$ cat config.mk
export PLATFORM = sky130hd
export DESIGN_NAME = wdog_supervisor
export DESIGN_NICKNAME = d
export VERILOG_FILES = /design/src/rtl/wdog_pkg.sv /design/src/rtl/wdog_period_sel.sv /design/src/rtl/wdog_timer.sv /design/src/rtl/wdog_stretch.sv /design/src/rtl/wdog_supervisor.sv
export SDC_FILE = /design/constraint.sdc
export NUM_CORES = 1
export LEC_CHECK = 0
export BUFFER_PORTS_ARGS = -buffer_cell sky130_fd_sc_hd__buf_2
export CAP_MARGIN = 25
export CORE_ASPECT_RATIO = 0.9
export CORE_MARGIN = 5
export CORE_UTILIZATION = 35
export DETAILED_ROUTE_END_ITERATION = 6
export PLACE_DENSITY = 0.63
export REMOVE_ABC_BUFFERS = 1
export SYNTH_ARGS = -nofsm -noshare
export SYNTH_HDL_FRONTEND = slang
export SYNTH_SLANG_ARGS = --single-unit
$ cat constraint.sdc
create_clock -name clk -period 2 [get_ports clk]
set_clock_uncertainty 0.15 [all_clocks]
set_input_delay 0.4 -clock clk [delete_from_list [all_inputs] [get_ports clk]]
set_output_delay 0.4 -clock clk [all_outputs]
set_load 0.05 [all_outputs]
$ cat src/rtl/wdog_pkg.sv
package wdog_pkg;

    localparam int LIM_W = 16;

    localparam logic [1:0] SEL_LONG  = 2'b00;
    localparam logic [1:0] SEL_MID   = 2'b01;
    localparam logic [1:0] SEL_SHORT = 2'b10;
    localparam logic [1:0] SEL_OFF   = 2'b11;

    typedef struct packed {
        logic             on;
        logic [LIM_W-1:0] limit;
    } period_t;

    typedef enum logic {
        ST_RUN  = 1'b0,
        ST_HOLD = 1'b1
    } sup_state_t;

    function automatic period_t pick_period(input logic [1:0] code,
                                            input int long_ms,
                                            input int mid_ms,
                                            input int short_ms);
        period_t p;
        p.on = 1'b1;
        unique case (code)
            SEL_LONG:  p.limit = LIM_W'(long_ms);
            SEL_MID:   p.limit = LIM_W'(mid_ms);
            SEL_SHORT: p.limit = LIM_W'(short_ms);
            default: begin
                p.on    = 1'b0;
                p.limit = LIM_W'(long_ms);
            end
        endcase
        return p;
    endfunction

endpackage

$ cat src/rtl/wdog_period_sel.sv
module wdog_period_sel
    import wdog_pkg::*;
#(
    parameter int LONG_MS  = 1400,
    parameter int MID_MS   = 600,
    parameter int SHORT_MS = 200
) (
    input  logic       clk,
    input  logic       rst,
    input  logic [1:0] sel,
    output period_t    cfg,
    output logic       changed
);
    logic [1:0] sel_q;

    always_ff @(posedge clk) begin
        sel_q <= sel;
    end

    assign cfg     = pick_period(sel, LONG_MS, MID_MS, SHORT_MS);
    assign changed = !rst && (sel != sel_q);

    p_change_seen_r8: assert property (@(posedge clk) disable iff (rst)
        (sel != $past(sel)) |-> changed);
endmodule

$ cat src/rtl/wdog_timer.sv
module wdog_timer
    import wdog_pkg::*;
(
    input  logic    clk,
    input  logic    rst,
    input  logic    tick,
    input  logic    clear,
    input  period_t cfg,
    output logic    expire
);
    logic [LIM_W-1:0] cnt;

    assign expire = !clear && cfg.on && tick && (cnt == cfg.limit - LIM_W'(1));

    always_ff @(posedge clk) begin
        if (rst || clear) begin
            cnt <= '0;
        end else if (cfg.on && tick) begin
            cnt <= expire ? '0 : cnt + LIM_W'(1);
        end
    end

    p_cnt_below_limit_r1: assert property (@(posedge clk) disable iff (rst)
        (cfg.on && !clear) |-> (cnt < cfg.limit));
    p_off_frozen_r2: assert property (@(posedge clk) disable iff (rst)
        (!cfg.on && !clear) |=> $stable(cnt));
    p_clear_zero_r6: assert property (@(posedge clk) disable iff (rst)
        clear |=> (cnt == '0));
    p_no_tick_hold_r10: assert property (@(posedge clk) disable iff (rst)
        (!tick && !clear) |=> $stable(cnt));
endmodule

$ cat src/rtl/wdog_stretch.sv
module wdog_stretch
    import wdog_pkg::*;
#(
    parameter int HOLD_MS = 100
) (
    input  logic clk,
    input  logic rst,
    input  logic tick,
    input  logic fire,
    output logic holding
);
    localparam int HW = $clog2(HOLD_MS + 1);

    sup_state_t    state;
    logic [HW-1:0] hcnt;

    always_ff @(posedge clk) begin
        if (rst) begin
            state <= ST_HOLD;
            hcnt  <= '0;
        end else begin
            unique case (state)
                ST_HOLD: begin
                    if (tick) begin
                        if (hcnt == HW'(HOLD_MS - 1)) begin
                            state <= ST_RUN;
                            hcnt  <= '0;
                        end else begin
                            hcnt <= hcnt + HW'(1);
                        end
                    end
                end
                default: begin
                    if (fire) begin
                        state <= ST_HOLD;
                        hcnt  <= '0;
                    end
                end
            endcase
        end
    end

    assign holding = (state == ST_HOLD);

    p_hold_no_tick_r4: assert property (@(posedge clk) disable iff (rst)
        (holding && !tick) |=> holding);
    p_hold_bound_r4: assert property (@(posedge clk) disable iff (rst)
        holding |-> (hcnt < HW'(HOLD_MS)));
    p_fire_enters_hold_r4: assert property (@(posedge clk) disable iff (rst)
        (!holding && fire) |=> (holding && hcnt == '0));
endmodule

$ cat src/rtl/wdog_supervisor.sv
module wdog_supervisor
    import wdog_pkg::*;
#(
    parameter int LONG_MS  = 1400,
    parameter int MID_MS   = 600,
    parameter int SHORT_MS = 200,
    parameter int HOLD_MS  = 100
) (
    input  logic       clk,
    input  logic       rst,
    input  logic       tick_ms,
    input  logic       kick,
    input  logic [1:0] sel,
    output logic       rst_n_oe,
    output logic       wd_cause
);
    period_t cfg;
    logic    changed;
    logic    holding;
    logic    expire;
    logic    clear;
    logic    cause_q;

    wdog_period_sel #(
        .LONG_MS (LONG_MS),
        .MID_MS  (MID_MS),
        .SHORT_MS(SHORT_MS)
    ) u_sel (
        .clk    (clk),
        .rst    (rst),
        .sel    (sel),
        .cfg    (cfg),
        .changed(changed)
    );

    assign clear = kick || changed || holding;

    wdog_timer u_timer (
        .clk   (clk),
        .rst   (rst),
        .tick  (tick_ms),
        .clear (clear),
        .cfg   (cfg),
        .expire(expire)
    );

    wdog_stretch #(
        .HOLD_MS(HOLD_MS)
    ) u_stretch (
        .clk    (clk),
        .rst    (rst),
        .tick   (tick_ms),
        .fire   (expire),
        .holding(holding)
    );

    always_ff @(posedge clk) begin
        if (rst) begin
            cause_q <= 1'b0;
        end else begin
            cause_q <= expire;
        end
    end

    assign rst_n_oe = holding;
    assign wd_cause = cause_q;

    p_cause_in_reset_r5: assert property (@(posedge clk) disable iff (rst)
        wd_cause |-> rst_n_oe);
    p_cause_single_r5: assert property (@(posedge clk) disable iff (rst)
        wd_cause |=> !wd_cause);
    p_cause_starts_drive_r5: assert property (@(posedge clk) disable iff (rst)
        wd_cause |-> !$past(rst_n_oe));
    p_por_no_cause_r9: assert property (@(posedge clk)
        rst |=> (!wd_cause && rst_n_oe));
endmodule

==> results of run 1 <==
## flip-flops by register name (all words and copies together) (netlist names)
| signal | cells |
|---|---|
| u_stretch.holding | 1 |
| u_timer.cnt | 16 |
| u_stretch.hcnt | 7 |
| wd_cause | 1 |
| u_sel.sel_q | 2 |
## worst reg2reg max path, stage by stage (launching register included)
cell,delay (ps)
sky130_fd_sc_hd__dfxtp_1,360
sky130_fd_sc_hd__xor2_2,190
sky130_fd_sc_hd__or4_4,560
sky130_fd_sc_hd__o31ai_4,300
sky130_fd_sc_hd__clkbuf_16,230
sky130_fd_sc_hd__nor2_2,40
## cells by family after synthesis
| kind of cell | count (synthesis) |
|---|---|
| and+or+nand+nor | 78 |
| DFF | 27 |
| AOI/OAI and AO/OA | 21 |
| xor gates and xnor gates | 18 |
| buffers and inverters | 12 |
| adders and majority gates | 6 |
| muxes | 3 |
## where the power goes
group,total (mW),switching [mW],internal [mW]
combinational,0.0988,0.0475,0.0512
clock,0.313,0.170,0.143
sequential,0.550,0.00622,0.543
## metal layers
metal	wire [um]	part of all wire (%)	global-route usage, %	vias to the layer above
li1	-	-	-	668
met1	1610	47	16.6	618
met2	1590	47	18.8	28
met3	146	4.3	2.98	4
met4	40	1.2	4.58	0
met5	0	0	0	-
## synth_stat cells (all sizes together)
master / count
or2: 1
nor3b: 2
o41ai: 1
buf: 2
nand2: 7
nor2: 17
nor3: 4
o32ai: 2
a211oi: 1
or3: 2
ha: 6
o31ai: 2
dfxtp: 27
a2111oi: 1
clkbuf: 3
or4b: 1
nand4b: 2
o22ai: 5
mux2i: 3
nor2b: 3
or4: 2
nand4: 4
and4b: 3
nor4: 4
xor2: 9
and3: 4
nand3: 10
and2: 1
o21ai: 1
a21oi: 5
o21bai: 1
a211o: 1
xnor2: 9
nand3b: 8
nor4b: 3
inv: 7
a31oi: 1
## through the flow
stage | setup WS [ps] | utilization [%] | cell area [um^2] | total power [mW]
after floorplan | -298 | - | 1470 | 0.605
after global placement | -270 | 42.4 | 1740 | 0.642
after detailed placement | -283 | 42.4 | 1740 | 0.643
after CTS | 12.4 | 43.5 | 1780 | 0.959
after global routing | -23.9 | 47.4 | 1940 | 1.01
final | 27.0 | 47.4 | 1940 | 0.962
## cells in the final DEF, fill, tap and decap left out, types with 3 or more instances in the layout
cell                        n
sky130_fd_sc_hd__nand4_1    4
sky130_fd_sc_hd__buf_2      5
sky130_fd_sc_hd__clkbuf_8   3
sky130_fd_sc_hd__nor2_2    10
sky130_fd_sc_hd__nand3_1   10
sky130_fd_sc_hd__nor3_1     4
sky130_fd_sc_hd__o22ai_1    5
sky130_fd_sc_hd__buf_4     22
sky130_fd_sc_hd__buf_6      3
sky130_fd_sc_hd__nor4b_1    3
sky130_fd_sc_hd__nor2_1     7
sky130_fd_sc_hd__xnor2_1    9
sky130_fd_sc_hd__dfxtp_1   25
sky130_fd_sc_hd__nand2_1    7
sky130_fd_sc_hd__nand3b_1   8
sky130_fd_sc_hd__mux2i_1    3
sky130_fd_sc_hd__ha_4       5
sky130_fd_sc_hd__nor4_1     4
sky130_fd_sc_hd__a21oi_1    4
sky130_fd_sc_hd__nor2b_1    3
sky130_fd_sc_hd__inv_1      5
sky130_fd_sc_hd__and4b_1    3
sky130_fd_sc_hd__and3_1     4
sky130_fd_sc_hd__xor2_1     7
## layout make-up
cell class,instances,area [um^2]
fillers,397,2160
multi-input cells,126,985
flip-flops and latches,27,543
repair buffers,33,284
well taps,48,60.1
clock buffers,4,45.0
inverters,7,26.3
## repair_timing
action	4_1_cts	5_1_grt
resized for setup	0	25
endpoints found under the setup margin	0	24
setup buffers	0	3
## worst min-delay path by stage
stage                                            start                            to  slack, ps
after floorplan                                 sel[0]        u_sel.sel_q[0]$_DFF_P_        280
after global placement    u_timer.cnt[15]$_SDFFE_PP0P_  u_timer.cnt[15]$_SDFFE_PP0P_        320
after detailed placement  u_timer.cnt[15]$_SDFFE_PP0P_  u_timer.cnt[15]$_SDFFE_PP0P_        330
after CTS                                       sel[0]        u_sel.sel_q[0]$_DFF_P_        220
after global routing                            sel[0]        u_sel.sel_q[0]$_DFF_P_        200
final                                           sel[1]        u_sel.sel_q[1]$_DFF_P_        210
==> results summary, run 1 <==
The flow ran to the end, and the final reports show no timing, DRC or antenna violations. The post-layout net count is 210. The area of the die is 5680 um^2. The placeable core area is 4100 um^2. The worst setup path is captured at a flop. The pin count of the biggest net entering global routing is 17. sky130_fd_sc_hd__dfxtp_1 takes more of the synthesized area than any other cell.

Port buffering added 7 buffers. The number of global-route vias before repair is 1203. The number of instances on the worst hold path is 2. The number of hold-slack violations in the final timing report was 0. The peak clock frequency supported by timing came out at 0.507 GHz.

The half-perimeter wire length after placement came out at 2340 um. The per-cell via count in the routed design is 5.38. The number of setup violations in the final report is 0. The setup slack on the worst flop-to-flop path came out at 70 ps. After detailed routing, the number of remaining DRC violations is 0. The row count is 22. The count of pins over their slew limit was 0. The number of antenna diodes in the final layout is 0.

The distinct cell type count of the synthesized netlist is 41. The max-cap violation count came out at 0. The signal on the critical path passes through buf_6 > inv_2 > ha_4 > xor2_1 > or4_4 > o31ai_4 > clkbuf_16 > nor2_2. The mapped netlist covers 1490 um^2.

The synthesized netlist devotes 10.6% of its cell area to XOR and XNOR gates. The arrival time of data at the critical path endpoint came out at 2000 ps. The count of buffering cells on the critical path with inverters included is 3.

The placer's final routability congestion estimate is 0.787. The fraction of synthesized area in multiplexers came out at 2.01%. The worst setup path category is input pin to flop.

The antenna violation net count after detailed routing came out at 0. The gate count after technology mapping came out at 165. The final layout contains routed wiring with a total length of 3380 um. The simple-gate portion of the synthesized area came out at 32.2%.

In the final routed layout, each cell accounts on average for 13.8 um. The total number of cells along the worst setup path came out at 8. The die height came out at 72.0 um.

Tracing the worst setup path back leads to its startpoint at sel[0]. The transition at the pin with the smallest max-transition slack came out at 528 ps. The floorplan step set the die width to 78.9 um. The worst voltage drop across the vdd grid came out at 0.000203 V. After synthesis, the cell types taking the most area are sky130_fd_sc_hd__dfxtp_1, sky130_fd_sc_hd__xnor2_1, sky130_fd_sc_hd__xor2_1. In this run the number of H-tree levels came out at 1. The initial utilization of the core area, before any placement, comes to 36.4%.

The final route contains 1318 vias. The total power per unit cell area is 495 nW/um^2. For this design the top-level I/O count stands at 8. For this run, the total global-route usage over all layers was measured as 12.2%. Including well taps, the total number of placed cells is 237.

By area, the combinational part of the netlist is dominated by simple AND/OR/NAND/NOR gates. Summing the areas of all fa, ha and maj instances in the mapped netlist gives 5.03% of the synthesized area. Before antenna repair, the detailed router went through 4 iterations. In the final layout, the share of cells above drive strength 1 is 31.0%. The share of synthesized area occupied by flip-flops and latches is 36.2%. In this run the worst hold path is classified as input pin to flop. The clock latency reported for the late side of the worst-skew pair is 280 ps. The worst hold slack across all endpoints is 208 ps. The worst register-to-register path begins at u_timer.cnt[9]$_SDFFE_PP0P_. Dividing the synthesized area by the synthesized cell count gives 9.05 um^2. The worst relative slew slack came out at 64.3%. The capturing element of the worst setup path is u_timer.cnt[0]$_SDFFE_PP0P_. The total of flip-flops plus latches after synthesis came out at 27.

The launching element type of the critical path is an input pin. The detailed router finished its first iteration with 125 violations. During synthesis, Yosys emitted a total of 0 warnings. The number of hold buffers added after cts came out at 0. The fraction of the cycle the final worst path needs is 98.7%. For this design, the sink count on the clock tree is 27. Data on the critical path is required at its endpoint by 2030 ps.

No sink is reached through more buffers than the 2 on the longest clock path. On the worst path, the slowest cell contributes a delay of 440 ps. After clock tree synthesis, the clock-pin slew on the worst setup and hold paths is 90 ps. The slowest stage of the critical path is the sky130_fd_sc_hd__or4_4 cell.

The wire length of the first global-routing pass is 5530 um. In this run the critical register-to-register path is captured at u_timer.cnt[0]$_SDFFE_PP0P_. The layout-stage area growth over the synthesis result is 30.1%. The number of antenna violations at the first check in global routing is 0. Measured in cells, the most critical reg-to-reg path has a length of 5.

Clock tree synthesis selected as its root buffer the cell sky130_fd_sc_hd__clkbuf_8. The top-area cell type share of the netlist area came out at 36.2%. Global routing finished with a remaining overflow of 0.

The leakage component of the power came out at 0.680 nW. For this run, the number of standard cells in the final layout without fillers is 245. The final critical path time including I/O delays and setup came out at 1970 ps.

The final total negative setup slack came out at 0 ps. The number of clock buffers added by TritonCTS is 3. TritonCTS built the clock tree. Broken down by cell family, the worst path's largest delay share belongs to simple AND/OR/NAND/NOR gates. The largest driver fanout on the critical path came out at 8. Summing the areas of all compound-gate instances in the mapped netlist gives 10.4% of the synthesized area.
(Power assumes the default switching activity.)
==> run 2, diff against run 1 <==
Settings changed: MAX_ROUTING_LAYER set to met4.
==> run 2 against run 1 <==
  * Non-clock buffer count stayed put
  * Hold slack hardly changed
  * Die area stayed put
  * Clock power hardly changed
  * Via count stayed put
==> results summary, run 2 (synthesis gave the netlist of run 1 again) <==
STA classifies the critical path startpoint as an input pin. The row count is 22 (unchanged). The portion of total power attributed to the clock network is 32.6% (about the same). The max-cap violation count is 0 (unchanged). The placed instance area is 1740 um^2 (unchanged). The placer's final routability congestion estimate came to 0.798 (+1.4%). The CTS sink count is 27 (unchanged). The fraction of the cycle the final worst path needs is 98.7% (about the same). The number of global-route vias before repair was 1203 (unchanged). The H-tree level count came to 1 (unchanged). Broken down by cell family, the worst path's largest delay share belongs to simple AND/OR/NAND/NOR gates. The delay of the slowest cell on the worst path came out at 440 ps (about the same).

The DRC violation count after routing is 0 (unchanged). The placeable core area came out at 4100 um^2 (unchanged). Leaving out fill and tap cells, the most frequent cell in the layout is sky130_fd_sc_hd__dfxtp_1.

The number of DRC violations after detailed-routing iteration 0 came out at 125 (unchanged). The global-route total usage across every layer is 12.5% (+0.36 points). The tightest min-delay check is of the input pin to flop type. The required time reported for the critical path endpoint came to 2030 ps (about the same). The worst setup path is captured at a flop. The per-cell via count in the routed design is 5.38 (unchanged).

The number of hold-slack violations in the final timing report came out at 0 (unchanged). The pin count of the biggest net entering global routing came out at 17 (unchanged). The buffer levels on the longest clock path came out at 2 (unchanged). The final critical path time including I/O delays and setup is 1970 ps (-0.00140 ps).

The flip-flop count of the largest register after layout came out at 16 (unchanged). The number of buffers added on ports came to 7 (unchanged). The largest driver fanout on the critical path came out at 8 (unchanged). The startpoint identified for the worst register-to-register timing path is u_timer.cnt[9]$_SDFFE_PP0P_. The internal power contribution came out at 738 uW (unchanged). The setup slack on the worst flop-to-flop path came to 70 ps (about the same). For this design, the slowest cell found on the critical path is sky130_fd_sc_hd__or4_4.

The number of antenna violations at the first check in global routing is 0 (unchanged). The arrival time of data at the critical path endpoint came out at 2000 ps (about the same). The number of hold buffers added after cts is 0 (unchanged).

The number of standard cells in the layout, taps in and fillers out is 245 (unchanged). The horizontal extent of the die is 78.9 um (unchanged). The number of inserted diodes is 0 (unchanged). The wire length of the first global-routing pass came out at 5530 um (unchanged). The net switching component of the power is 224 uW (about the same). The flow ran to the end, and the final reports show no timing, DRC or antenna violations. The clock-pin transition on the worst setup and hold timing paths is 90 ps (about the same). The first-pass iteration count of the detailed router is 4 (unchanged). Traced cell by cell, the critical path runs through buf_6 > inv_2 > ha_4 > xor2_1 > or4_4 > o31ai_4 > clkbuf_16 > nor2_2. The number of CTS-inserted buffers came to 3 (unchanged). The number of instances in the placed design came out at 237 (unchanged).

The average wire length per cell after detail routing is 13.8 um (unchanged). The die height came out at 72.0 um (unchanged). The count of buffering cells on the critical path with inverters included came to 3 (unchanged).

The total power per unit cell area is 495 nW/um^2 (about the same). Leaving out fill and tap cells, the most frequent cells in the layout are sky130_fd_sc_hd__dfxtp_1, sky130_fd_sc_hd__buf_4, sky130_fd_sc_hd__nand3_1, sky130_fd_sc_hd__nor2_2, sky130_fd_sc_hd__xnor2_1. The leakage component of the power came out at 0.680 nW (unchanged). The combinational fraction of design power came to 10.3% (about the same).

The total number of vias is 1318 (unchanged). For hold timing, the worst endpoint is u_sel.sel_q[1]$_DFF_P_. The clock latency reported for the late side of the worst-skew pair came out at 280 ps (about the same).

The final total negative setup slack was 0 ps (unchanged). The half-perimeter wire length after placement is 2340 um (unchanged). The sequential share of power is 57.1% (about the same). The ratio of cells with drive above 1 in the final layout came out at 31.0% (unchanged). The largest registers in the layout are u_timer.cnt x16, u_stretch.hcnt x7, u_sel.sel_q x2.

The worst relative slew slack came out at 64.3% (unchanged). The global route total overflow came out at 0 (unchanged). The worst register-to-register path ends at u_timer.cnt[0]$_SDFFE_PP0P_. The post-route cell area is 1940 um^2 (unchanged).

The peak clock frequency supported by timing came out at 0.507 GHz (unchanged). The number of setup violations in the final report was 0 (unchanged). The worst voltage drop across the vdd grid came out at 0.000203 V (about the same). The antenna violation net count after detailed routing is 0 (unchanged). The number of primary I/O pins is 8 (unchanged). TritonCTS built the clock tree. The number of cells traversed by the worst register-to-register path is 5 (unchanged). Clock tree synthesis selected as its root buffer the cell sky130_fd_sc_hd__clkbuf_8. Counting flops per register, the top entry is u_timer.cnt. The area of the die came to 5680 um^2 (unchanged). The worst setup path category is input pin to flop.

The switching power as a share of total power is 23.3% (about the same). The layout-stage area growth over the synthesis result came out at 30.1% (unchanged). The detailed-route wire length came to 3380 um (unchanged). The transition at the pin with the smallest max-transition slack was 528 ps (unchanged). The count of pins over their slew limit came to 0 (unchanged). The starting density of the core is 36.4% (unchanged).

The worst hold path begins at sel[1]. The post-layout net count came to 210 (unchanged). The number of instances on the worst hold path came out at 2 (unchanged).
==> run 2: cell counts in the layout (fill, tap and decap cells not counted) <==
Identical to the previous run, type by type.
==> run 2: metal layers <==
metal / global-route usage [%] / wire (um) / vias up
met4: 4.58 / 41 / 0
met1: 16.6 / 1610 / 618
met5: - / 0 / -
li1: - / - / 668
met2: 18.8 / 1590 / 28
met3: 2.98 / 145 / 4
==> run 2: power groups by stage <==
stage          combinational (mW)  sequential (mW)  clock (mW)
3_5_place_dp               0.0806            0.563           0
4_1_cts                    0.0806            0.550       0.328
3_3_place_gp               0.0792            0.562           0
6_report                   0.0988            0.550       0.313
5_1_grt                     0.109            0.551       0.348
2_1_floorplan              0.0439            0.561           0
==> run 2: final cells by class <==
type                       instances  area [um^2]
sequential                        27          543
clock buffer                       4         45.0
multi-input combinational        126          985
fill                             397         2160
inverter                           7         26.3
tap                               48         60.1
timing repair buffer              33          284
==> run 2: per-stage QoR <==
step | hold WS (ps) | power, mW | utilization (%) | setup slack [ps]
after CTS | 225 | 0.959 | 43.5 | 12.4
after global routing | 200 | 1.01 | 47.4 | -24.0
final | 208 | 0.962 | 47.4 | 27.0
after detailed placement | 334 | 0.643 | 42.4 | -283
after floorplan | 278 | 0.605 | - | -298
after global placement | 325 | 0.642 | 42.4 | -270
==> run 2: what timing repair did <==
action | 4_1_cts | 5_1_grt
buffers inserted | 0 | 3
setup endpoints to repair | 0 | 24
resized for setup | 0 | 25
==> run 2: worst max path at each step <==
stage / endpoint / cells past startpoint / start
finish: u_timer.cnt[0]$_SDFFE_PP0P_ / 8 / sel[0]
global route: u_timer.cnt[1]$_SDFFE_PP0P_ / 8 / sel[0]
CTS: u_timer.cnt[9]$_SDFFE_PP0P_ / 8 / sel[0]
detailed placement: u_timer.cnt[9]$_SDFFE_PP0P_ / 8 / sel[0]
global placement: u_timer.cnt[14]$_SDFFE_PP0P_ / 8 / sel[0]
floorplan: u_timer.cnt[7]$_SDFFE_PP0P_ / 6 / sel[0]
